==> src/rtl/word_alu.sv <==
module word_alu (
  input  logic        clk,
  input  logic        rst_n,
  input  logic        go,
  input  logic [2:0]  op,
  input  logic [15:0] acc,
  input  logic [15:0] imm,
  input  logic [7:0]  reg8,
  input  logic [15:0] pair,
  input  logic        z_in,
  input  logic        ac_in,
  input  logic        cy_in,
  output logic        done,
  output logic [15:0] result,
  output logic        wr_en,
  output logic        z_out,
  output logic        ac_out,
  output logic        cy_out,
  output logic [3:0]  clocks
);

  logic [16:0] sum, dif;
  logic [4:0]  nib_add, nib_sub;
  logic [15:0] n_res;
  logic        n_wr, n_z, n_ac, n_cy;
  logic [3:0]  n_clk;

  assign sum     = {1'b0, acc} + {1'b0, imm};
  assign dif     = {1'b0, acc} - {1'b0, imm};
  assign nib_add = {1'b0, acc[3:0]} + {1'b0, imm[3:0]};
  assign nib_sub = {1'b0, acc[3:0]} - {1'b0, imm[3:0]};

  always_comb begin
    n_res = '0;
    n_wr  = 1'b0;
    n_z   = z_in;
    n_ac  = ac_in;
    n_cy  = cy_in;
    n_clk = 4'd0;
    case (op)
      3'd0: begin
        n_res = sum[15:0]; n_wr = 1'b1;
        n_z = (sum[15:0] == 16'h0); n_ac = nib_add[4]; n_cy = sum[16];
        n_clk = 4'd6;
      end
      3'd1, 3'd2: begin
        n_res = dif[15:0]; n_wr = (op == 3'd1);
        n_z = (dif[15:0] == 16'h0); n_ac = nib_sub[4]; n_cy = dif[16];
        n_clk = 4'd6;
      end
      3'd3: begin
        n_res = {8'h00, reg8 + 8'd1}; n_wr = 1'b1;
        n_z = (reg8 == 8'hFF); n_ac = (reg8[3:0] == 4'hF);
        n_clk = 4'd2;
      end
      3'd4: begin
        n_res = {8'h00, reg8 - 8'd1}; n_wr = 1'b1;
        n_z = (reg8 == 8'h01); n_ac = (reg8[3:0] == 4'h0);
        n_clk = 4'd2;
      end
      3'd5: begin n_res = pair + 16'd1; n_wr = 1'b1; n_clk = 4'd4; end
      3'd6: begin n_res = pair - 16'd1; n_wr = 1'b1; n_clk = 4'd4; end
      default: ;
    endcase
  end

  always_ff @(posedge clk) begin
    if (!rst_n) begin
      done <= 1'b0;
      result <= '0;
      wr_en <= 1'b0;
      z_out <= 1'b0;
      ac_out <= 1'b0;
      cy_out <= 1'b0;
      clocks <= '0;
    end else begin
      done <= go;
      if (go) begin
        result <= n_res;
        wr_en  <= n_wr;
        z_out  <= n_z;
        ac_out <= n_ac;
        cy_out <= n_cy;
        clocks <= n_clk;
      end
    end
  end

  a_r1_done_follows_go: assert property (@(posedge clk) disable iff (!rst_n)
    done == $past(go));
  a_r1_hold_when_idle: assert property (@(posedge clk) disable iff (!rst_n)
    !go |=> $stable(result) && $stable(wr_en) && $stable(clocks));
  a_r3_sub_inverts: assert property (@(posedge clk) disable iff (!rst_n)
    go && op == 3'd1 |=> result + $past(imm) == $past(acc));
  a_r4_cmp_no_write: assert property (@(posedge clk) disable iff (!rst_n)
    go && op == 3'd2 |=> !wr_en);
  a_r7_byte_keeps_cy: assert property (@(posedge clk) disable iff (!rst_n)
    go && (op == 3'd3 || op == 3'd4) |=> cy_out == $past(cy_in) && result[15:8] == 8'h00);
  a_r8_pair_keeps_flags: assert property (@(posedge clk) disable iff (!rst_n)
    go && (op == 3'd5 || op == 3'd6) |=>
      z_out == $past(z_in) && ac_out == $past(ac_in) && cy_out == $past(cy_in));
  a_r9_reserved_idle: assert property (@(posedge clk) disable iff (!rst_n)
    go && op == 3'd7 |=> !wr_en && clocks == 4'd0);

endmodule

==> config.mk <==
export PLATFORM = sky130hd
export DESIGN_NAME = word_alu
export DESIGN_NICKNAME = d
export VERILOG_FILES = /design/src/rtl/word_alu.sv
export SDC_FILE = /design/constraint.sdc
export NUM_CORES = 1
export LEC_CHECK = 0
export BUFFER_PORTS_ARGS = -buffer_cell sky130_fd_sc_hd__clkbuf_2
export CORE_ASPECT_RATIO = 0.75
export CORE_MARGIN = 8
export CORE_UTILIZATION = 45
export DETAILED_ROUTE_END_ITERATION = 6
export GPL_ROUTABILITY_DRIVEN = 0
export PLACE_DENSITY = 0.68
export REMOVE_ABC_BUFFERS = 1
export SLEW_MARGIN = 30
export SYNTH_ARGS = -nofsm -noshare
export SYNTH_HDL_FRONTEND = slang
export SYNTH_SLANG_ARGS = --single-unit
export TNS_END_PERCENT = 10
==> constraint.sdc <==
create_clock -name clk -period 5.3 [get_ports clk]
set_clock_uncertainty 0.1 [all_clocks]
set_input_delay 1.06 -clock clk [delete_from_list [all_inputs] [get_ports clk]]
set_output_delay 1.06 -clock clk [all_outputs]
set_load 0.03 [all_outputs]
# Word level (Yosys, flattened, before mapping)
# Cells that the tools add are included.
# op_classes
reduce_logical	9
mux	6
n_eq_ne	9
n_addsub	8
# op_table
operator	count
case mux 16 bit (6 select lines)	1
zero test 16 bit	2
adder 16 x 16 -> 17 bit	1
subtractor 16 x 16 -> 17 bit	1
adder 16 x 1 -> 16 bit, second input constant	1
subtractor 16 x 1 -> 16 bit, second input constant	1
equality test 3 bit, second input constant	3
case mux 3 bit (3 select lines)	1
adder 8 x 1 -> 8 bit, second input constant	1
equality test 8 x 1 -> 1 bit, second input constant	1
equality test 8 bit, second input constant	1
case mux 1 bit (4 select lines)	2
subtractor 8 x 1 -> 8 bit, second input constant	1
equality test 3 x 2 -> 1 bit, second input constant	2
OR reduction 2 bit	3
adder 4 x 4 -> 5 bit	1
OR reduction 5 bit	1
subtractor 4 x 4 -> 5 bit	1
equality test 4 bit, second input constant	1
zero test 4 bit	1
case mux 1 bit (2 select lines)	2
equality test 3 x 1 -> 1 bit, second input constant	1
zero test 3 bit	1
OR reduction 3 bit	1
# totals
input_bits	65
regBits	25
output_inout_bits	25

# Logic depth before layout (Yosys ltp)
# Gate-level depths: netlist of run 1.
# depth
ltp_word	3
ltp_mapped	14
depth_no_buf	12

# Worst setup path before layout of run 1
# OpenSTA, ideal clock, no wires.
# synth_timing
path_type	input port to flip-flop
start	input op[1]
end	register result[14]
setup_time_ns	0.133
stages	12
t_required_ns	5.067
setup_slack_ns	0.362
arrival_time_ns	4.705
cell_sequence	clkbuf_1 > inv_1 > nor3b_1 > ha_1 > a211oi_1 > o21bai_1 > a31o_2 > a211oi_1 > o21ai_0 > xor2_1 > a222oi_1 > o22ai_1
# synth_via
elab_chain_cells	3
# synth_rtl
item	line	rtl
from (decl)	5	input logic [2:0] op,
equality test 3 x 1 -> 1 bit / equality test 3 x 2 -> 1 bit (equally long branches)	40	case (op)
OR reduction 2 bit	40	
case mux 16 bit (6 select lines) *	40	
to (signal assigned)	79	result <= n_res;
to (decl)	14	output logic [15:0] result,
# Every way passes the cells marked *; elsewhere a longest branch is shown, timed or not.
# A chain may end at the register's enable or synchronous reset.

# Worst setup path in the final report of run 1
# Ends and elaborated chain as after synthesis.

==> results of run 1 <==
layout make-up:
type                            count  area share [%]
Timing Repair Buffer               92            9.57
Tap cell                          132            3.34
Clock inverter                      1           0.101
Inverter                           41            3.11
Sequential cell                    23            9.31
Clock buffer                        3            1.52
Multi-Input combinational cell    500            73.0
layer usage:
metal  GRT usage, %  wire [um]
met1           29.3       6550
met2           32.1       5960
met3           3.49       1140
met4           2.25        106
met5              0          0
logic make-up (layout without fill, tap and decap cells):
logic type,after synthesis,after routing
and+or+nand+nor,193,193
xor gates and xnor gates,41,41
other,1,2
AOI/OAI and AO/OA,200,200
muxes,6,6
adders and majority gates,58,58
DFF,23,23
buffers and inverters,73,137
per-stage QoR:
step / instances / cell area [um^2] / setup WS [ns] / total power, mW / hold WS [ns]
floorplan: 564 / 4210 / 0.674 / 0.545 / 0.490
global placement: 788 / 4860 / 1.06 / 0.691 / 0.371
detailed placement: 788 / 4860 / 0.977 / 0.698 / 0.373
CTS: 792 / 4940 / 1.24 / 0.872 / 0.382
global route: 792 / 4940 / 0.982 / 0.939 / 0.429
finish: 792 / 4940 / 1.25 / 0.881 / 0.388
path summary, 6_finish.rpt:
path	cells after the start	from	slack, ns	end
max	13	op[1]	1.25	result[14]
min	2	result[14]	0.39	result[14]
max reg2reg	3	result[15]	4.10	result[15]
min reg2reg	2	result[14]	0.39	result[14]
power breakdown:
part | leakage (nW) | switching, mW | total (mW) | internal, mW
sequential | 0.189 | 0.00851 | 0.195 | 0.187
combinational | 1.98 | 0.314 | 0.513 | 0.199
clock | 0.0409 | 0.0706 | 0.172 | 0.102
total | 2.21 | 0.394 | 0.881 | 0.487
synth_stat cells, drive strengths merged (14+ instances only):
cell type / n / area share [%]
a21oi: 40 / 4.6
nor2: 47 / 4.1
nor2b: 19 / 2.7
o21ai: 29 / 3.3
a31oi: 14 / 2.0
dfxtp: 23 / 11
clkbuf: 24 / 2.1
inv: 41 / 3.5
nor3: 22 / 2.7
nand2: 31 / 2.7
xnor2: 31 / 6.3
ha: 55 / 16
worst max-delay path: cells and delay by family:
kind / cells / cell delay, ns
and+or+nand+nor: 1 / 0.18
AOI/OAI and AO/OA: 7 / 1.73
buffers and inverters: 3 / 0.61
xor gates and xnor gates: 1 / 0.17
adders and majority gates: 1 / 0.32
sequential cells by signal, indices dropped and copies added (netlist names):
signal	count
ac_out	1
z_out	1
done	1
wr_en	1
result	16
clocks	2
cy_out	1
==> flow_summary.json, run 1 <==
{
  "ant_nets": 0,
  "antenna_cells": 0,
  "slowest_delay_ns": 0.39,
  "nets": 784,
  "rows": 31,
  "port_buffers": 87,
  "clock_sinks": 23,
  "start_util_pct": 45.7,
  "synth_cells": 595,
  "avgViaCountPerCell": 6.07,
  "power_leakage_nw": 2.21,
  "clk_path_buf_depth": 2,
  "clkTransAtPathRegs_ns": 0.07,
  "drt_iter0_markers": 481,
  "wl_per_cell_um": 17.4,
  "tightest_slew_ns": 0.840,
  "vdd_drop_max_v": 0.000145,
  "fin_util_pct": 52.0,
  "yosysUniqueCellTypes": 69,
  "worstHoldPathType": "flip-flop to flip-flop",
  "synth_top_family_by_area": "compound AO/OA/AOI/OAI gates",
  "hold_viol": 0,
  "startpoint_type": "input port",
  "post-route-min-period_ns": 4.05,
  "crit_required_ns": 5.33,
  "grt_pass1_vias": 4604,
  "gr-total-overflow": 0,
  "dp_hpwl_um": 11000,
  "antenna_found_initial": 0,
  "synth_edf_count": 0,
  "ys_seq_elements": 23,
  "syn_avg_cell_area_um2": 7.29,
  "vias": 4810,
  "seq_area_um2": 460,
  "fin_crit_sh_pct": 76.4,
  "die_area_mm2": 0.0131,
  "rsz0062_at_grt": "false",
  "synthArstFlopShare_pct": 0,
  "slowest_stage": "a211oi_1",
  "nFillCells": 940,
  "grt_max_degree": 31,
  "cts_setup_buffers": 0,
  "cts-root-buf": "clkbuf_16",
  "cts_tree": "done",
  "grt_pass1_wl_um": 22400,
  "core_mm2": 0.00950,
  "grt_usage_pct": 20.5,
  "synth_compound_area_share_pct": 32.6,
  "cts_buffers": 3,
  "h-tree-depth": 1,
  "die_h_um": 101,
  "crit_type": "input port to flip-flop",
  "ctsHoldBuffers": 0,
  "finalSetupViolCount": 0,
  "setup.worst_path.end_class": "flip-flop",
  "max_freq_mhz": 247,
  "drive_above_1_share_pct": 16.4,
  "cts_resized": 0,
  "drtPass1Iterations": 5,
  "syn_to_final_growth_pct": 13.9,
  "synth-simple-area-share_pct": 23.0,
  "drv_slew": 0,
  "synth_xor_area_share_pct": 8.45,
  "tns_ns": 0,
  "layout_commonest_cell": "clkbuf_2",
  "wl_um": 13800,
  "final_cell_mix": "clkbuf_2 (87), ha_1 (55), nor2_1 (47)",
  "synth_ff_type": "dfxtp_1",
  "critPathMostFrequentCell": "a211oi_1",
  "syn-cell-area_mm2": 0.00434,
  "cap_viol_max_count": 0,
  "ys_seq_area_share_pct": 10.6,
  "synthAdderAreaFrac_pct": 17.2,
  "ioPinCount": 90,
  "power_density_mw_per_mm2": 178,
  "multiInputGateArea_mm2": 0.00361,
  "status": "finished, final reports clean",
  "clock_latency_ns": 0.26,
  "crit_path_max_fanout": 16,
  "die_w_um": 129,
  "synthMuxAreaShare_pct": 1.44,
  "post-route-drc-count": 0,
  "yosys_warnings": 0,
  "cp.arrival_ns": 4.08,
  "maxSlewHeadroom_pct": 43.8,
  "crit_chain": "clkbuf_2 -> inv_1 -> nor3b_2 -> buf_4 -> ha_1 -> a211oi_1 -> o21bai_1 -> a31o_2 -> a211oi_1 -> o21ai_0 -> xor2_1 -> a222oi_1 -> o22ai_1"
}
Power figures use the tool's default switching activity.
==> run 2: changes to the inputs <==
PLACE_DENSITY = 0.7   (was 0.68)
clock period = 3.5 ns   (was 5.3 ns; I/O delays follow)
==> flow_summary.json, run 2 (same netlist as run 1, synthesis figures left out) <==
{
  "status": "finished, final reports clean",
  "pwr-share-seq_pct": 20.9,
  "ioPinCount": 90,
  "drt_iter0_markers": 434,
  "cap_viol_max_count": 0,
  "port_buffers": 87,
  "cts_tree": "done",
  "nFillCells": 951,
  "clk_path_buf_depth": 2,
  "p_sw_mw": 0.614,
  "slowest_stage": "or4_1",
  "setup.worst_path.end_class": "flip-flop",
  "tightest_slew_ns": 0.828,
  "wl_per_cell_um": 17.0,
  "start_util_pct": 45.7,
  "crit_required_ns": 3.56,
  "fin_crit_sh_pct": 95.8,
  "final_cells": 842,
  "dp.cells": 838,
  "vias": 5014,
  "grt_pass1_wl_um": 23200,
  "switching_share_pct": 43.3,
  "clock_latency_ns": 0.26,
  "clkPwrFrac_pct": 18.4,
  "grt_usage_pct": 21.3,
  "hold_viol": 0,
  "clkTransAtPathRegs_ns": 0.07,
  "fin_util_pct": 56.0,
  "setup_ws_ns": 0.148,
  "drv_slew": 0,
  "top_register": "result",
  "power_leakage_nw": 2.45,
  "post-route-drc-count": 0,
  "layout_commonest_cell": "clkbuf_2",
  "die_area_mm2": 0.0131,
  "cts-root-buf": "clkbuf_16",
  "largestRegisters": "result (16), clocks (2)",
  "die_w_um": 129,
  "grt_pass1_vias": 4802,
  "dp_hpwl_um": 11700,
  "cts_buffers": 3,
  "p_comb_share_pct": 60.7,
  "crit_chain": "clkbuf_2 -> inv_1 -> ha_1 -> inv_1 -> fa_1 -> buf_4 -> xor2_1 -> or4_1 -> nor4_2 -> nand4_1 -> or4_1 -> o41ai_2",
  "clock_sinks": 23,
  "gr-total-overflow": 0,
  "post-route-min-period_ns": 3.35,
  "nets": 834,
  "final_cell_area_mm2": 0.00532,
  "grt_max_degree": 31,
  "drive_above_1_share_pct": 22.4,
  "syn_to_final_growth_pct": 22.6,
  "vdd_drop_max_v": 0.000194,
  "worstHoldPathType": "flip-flop to flip-flop",
  "cts_setup_buffers": 0,
  "finalSetupViolCount": 0,
  "antenna_found_initial": 0,
  "maxSlewHeadroom_pct": 44.0,
  "core_mm2": 0.00950,
  "largest_reg_flops": 16,
  "drtPass1Iterations": 5,
  "die_h_um": 101,
  "cp.arrival_ns": 3.41,
  "crit_type": "input port to flip-flop",
  "ant_nets": 0,
  "antenna_cells": 0,
  "h-tree-depth": 1,
  "wl_um": 14300,
  "ctsHoldBuffers": 0,
  "placed_cell_area_mm2": 0.00523,
  "power_density_mw_per_mm2": 267,
  "avgViaCountPerCell": 5.95,
  "tns_ns": 0,
  "p_int_mw": 0.805,
  "crit_path_max_fanout": 3,
  "slowest_delay_ns": 0.44,
  "rsz0062_at_grt": "false",
  "rows": 31,
  "final_cell_mix": "clkbuf_2 (87), ha_1 (55), buf_4 (55)",
  "pre_cts_slack_ns": -0.136,
  "max_freq_mhz": 298,
  "startpoint_type": "input port"
}
[run 2: cell count changes in the layout (fill, tap and decap cells not counted), sizes merged]
cell	delta
buf	+50
[run 2: final cells by class]
cell class	instances	area, um^2	area share (%)
inverter	41	154	2.89
tap	132	165	3.10
sequential	23	460	8.65
clock inverter	1	5.00	0.0940
clock buffer	3	75.1	1.41
multi-input combinational	500	3610	67.9
timing repair buffer	142	848	15.9
[run 2: critical path: cells and delay by family]
family,cells,cell delay (ns)
AOI/OAI and AO/OA,1,0.37
xor gates and xnor gates,1,0.15
adders and majority gates,2,0.54
and+or+nand+nor,4,1.29
buffers and inverters,4,0.37
[run 2: metrics by stage]
step / hold slack, ns / total power [mW]
2_1_floorplan: 0.490 / 0.826
3_3_place_gp: 0.371 / 1.13
3_5_place_dp: 0.375 / 1.14
4_1_cts: 0.384 / 1.40
5_1_grt: 0.413 / 1.51
6_report: 0.387 / 1.42
[run 2: final timing paths]
kind,from,to,slack [ns],cells past startpoint
setup / recovery,acc[0],z_out,0.15,12
hold / removal,result[10],result[10],0.39,2
setup reg to reg,result[15],result[15],2.32,3
hold reg to reg,result[10],result[10],0.39,2
[run 2: repair_timing]
item,CTS,global route
endpoints found under the setup margin,0,3
hold endpoints to repair,0,0
gates resized for setup,0,2
[run 2: power groups by stage]
stage          sequential (mW)  clock, mW  combinational (mW)
2_1_floorplan            0.339          0               0.487
3_3_place_gp             0.301          0               0.825
3_5_place_dp             0.302          0               0.841
4_1_cts                  0.296      0.260               0.846
5_1_grt                  0.299      0.272               0.940
6_report                 0.297      0.262               0.862
[run 2: layer usage]
| metal | track usage, % | wire length [um] | vias to the layer above | share of wire [%] |
|---|---|---|---|---|
| li1 | - | - | 2435 | - |
| met1 | 29.2 | 6620 | 2329 | 46 |
| met2 | 34.6 | 6250 | 229 | 44 |
| met3 | 3.54 | 1270 | 21 | 8.9 |
| met4 | 3.33 | 173 | 0 | 1.2 |
| met5 | 0 | 0 | - | 0 |
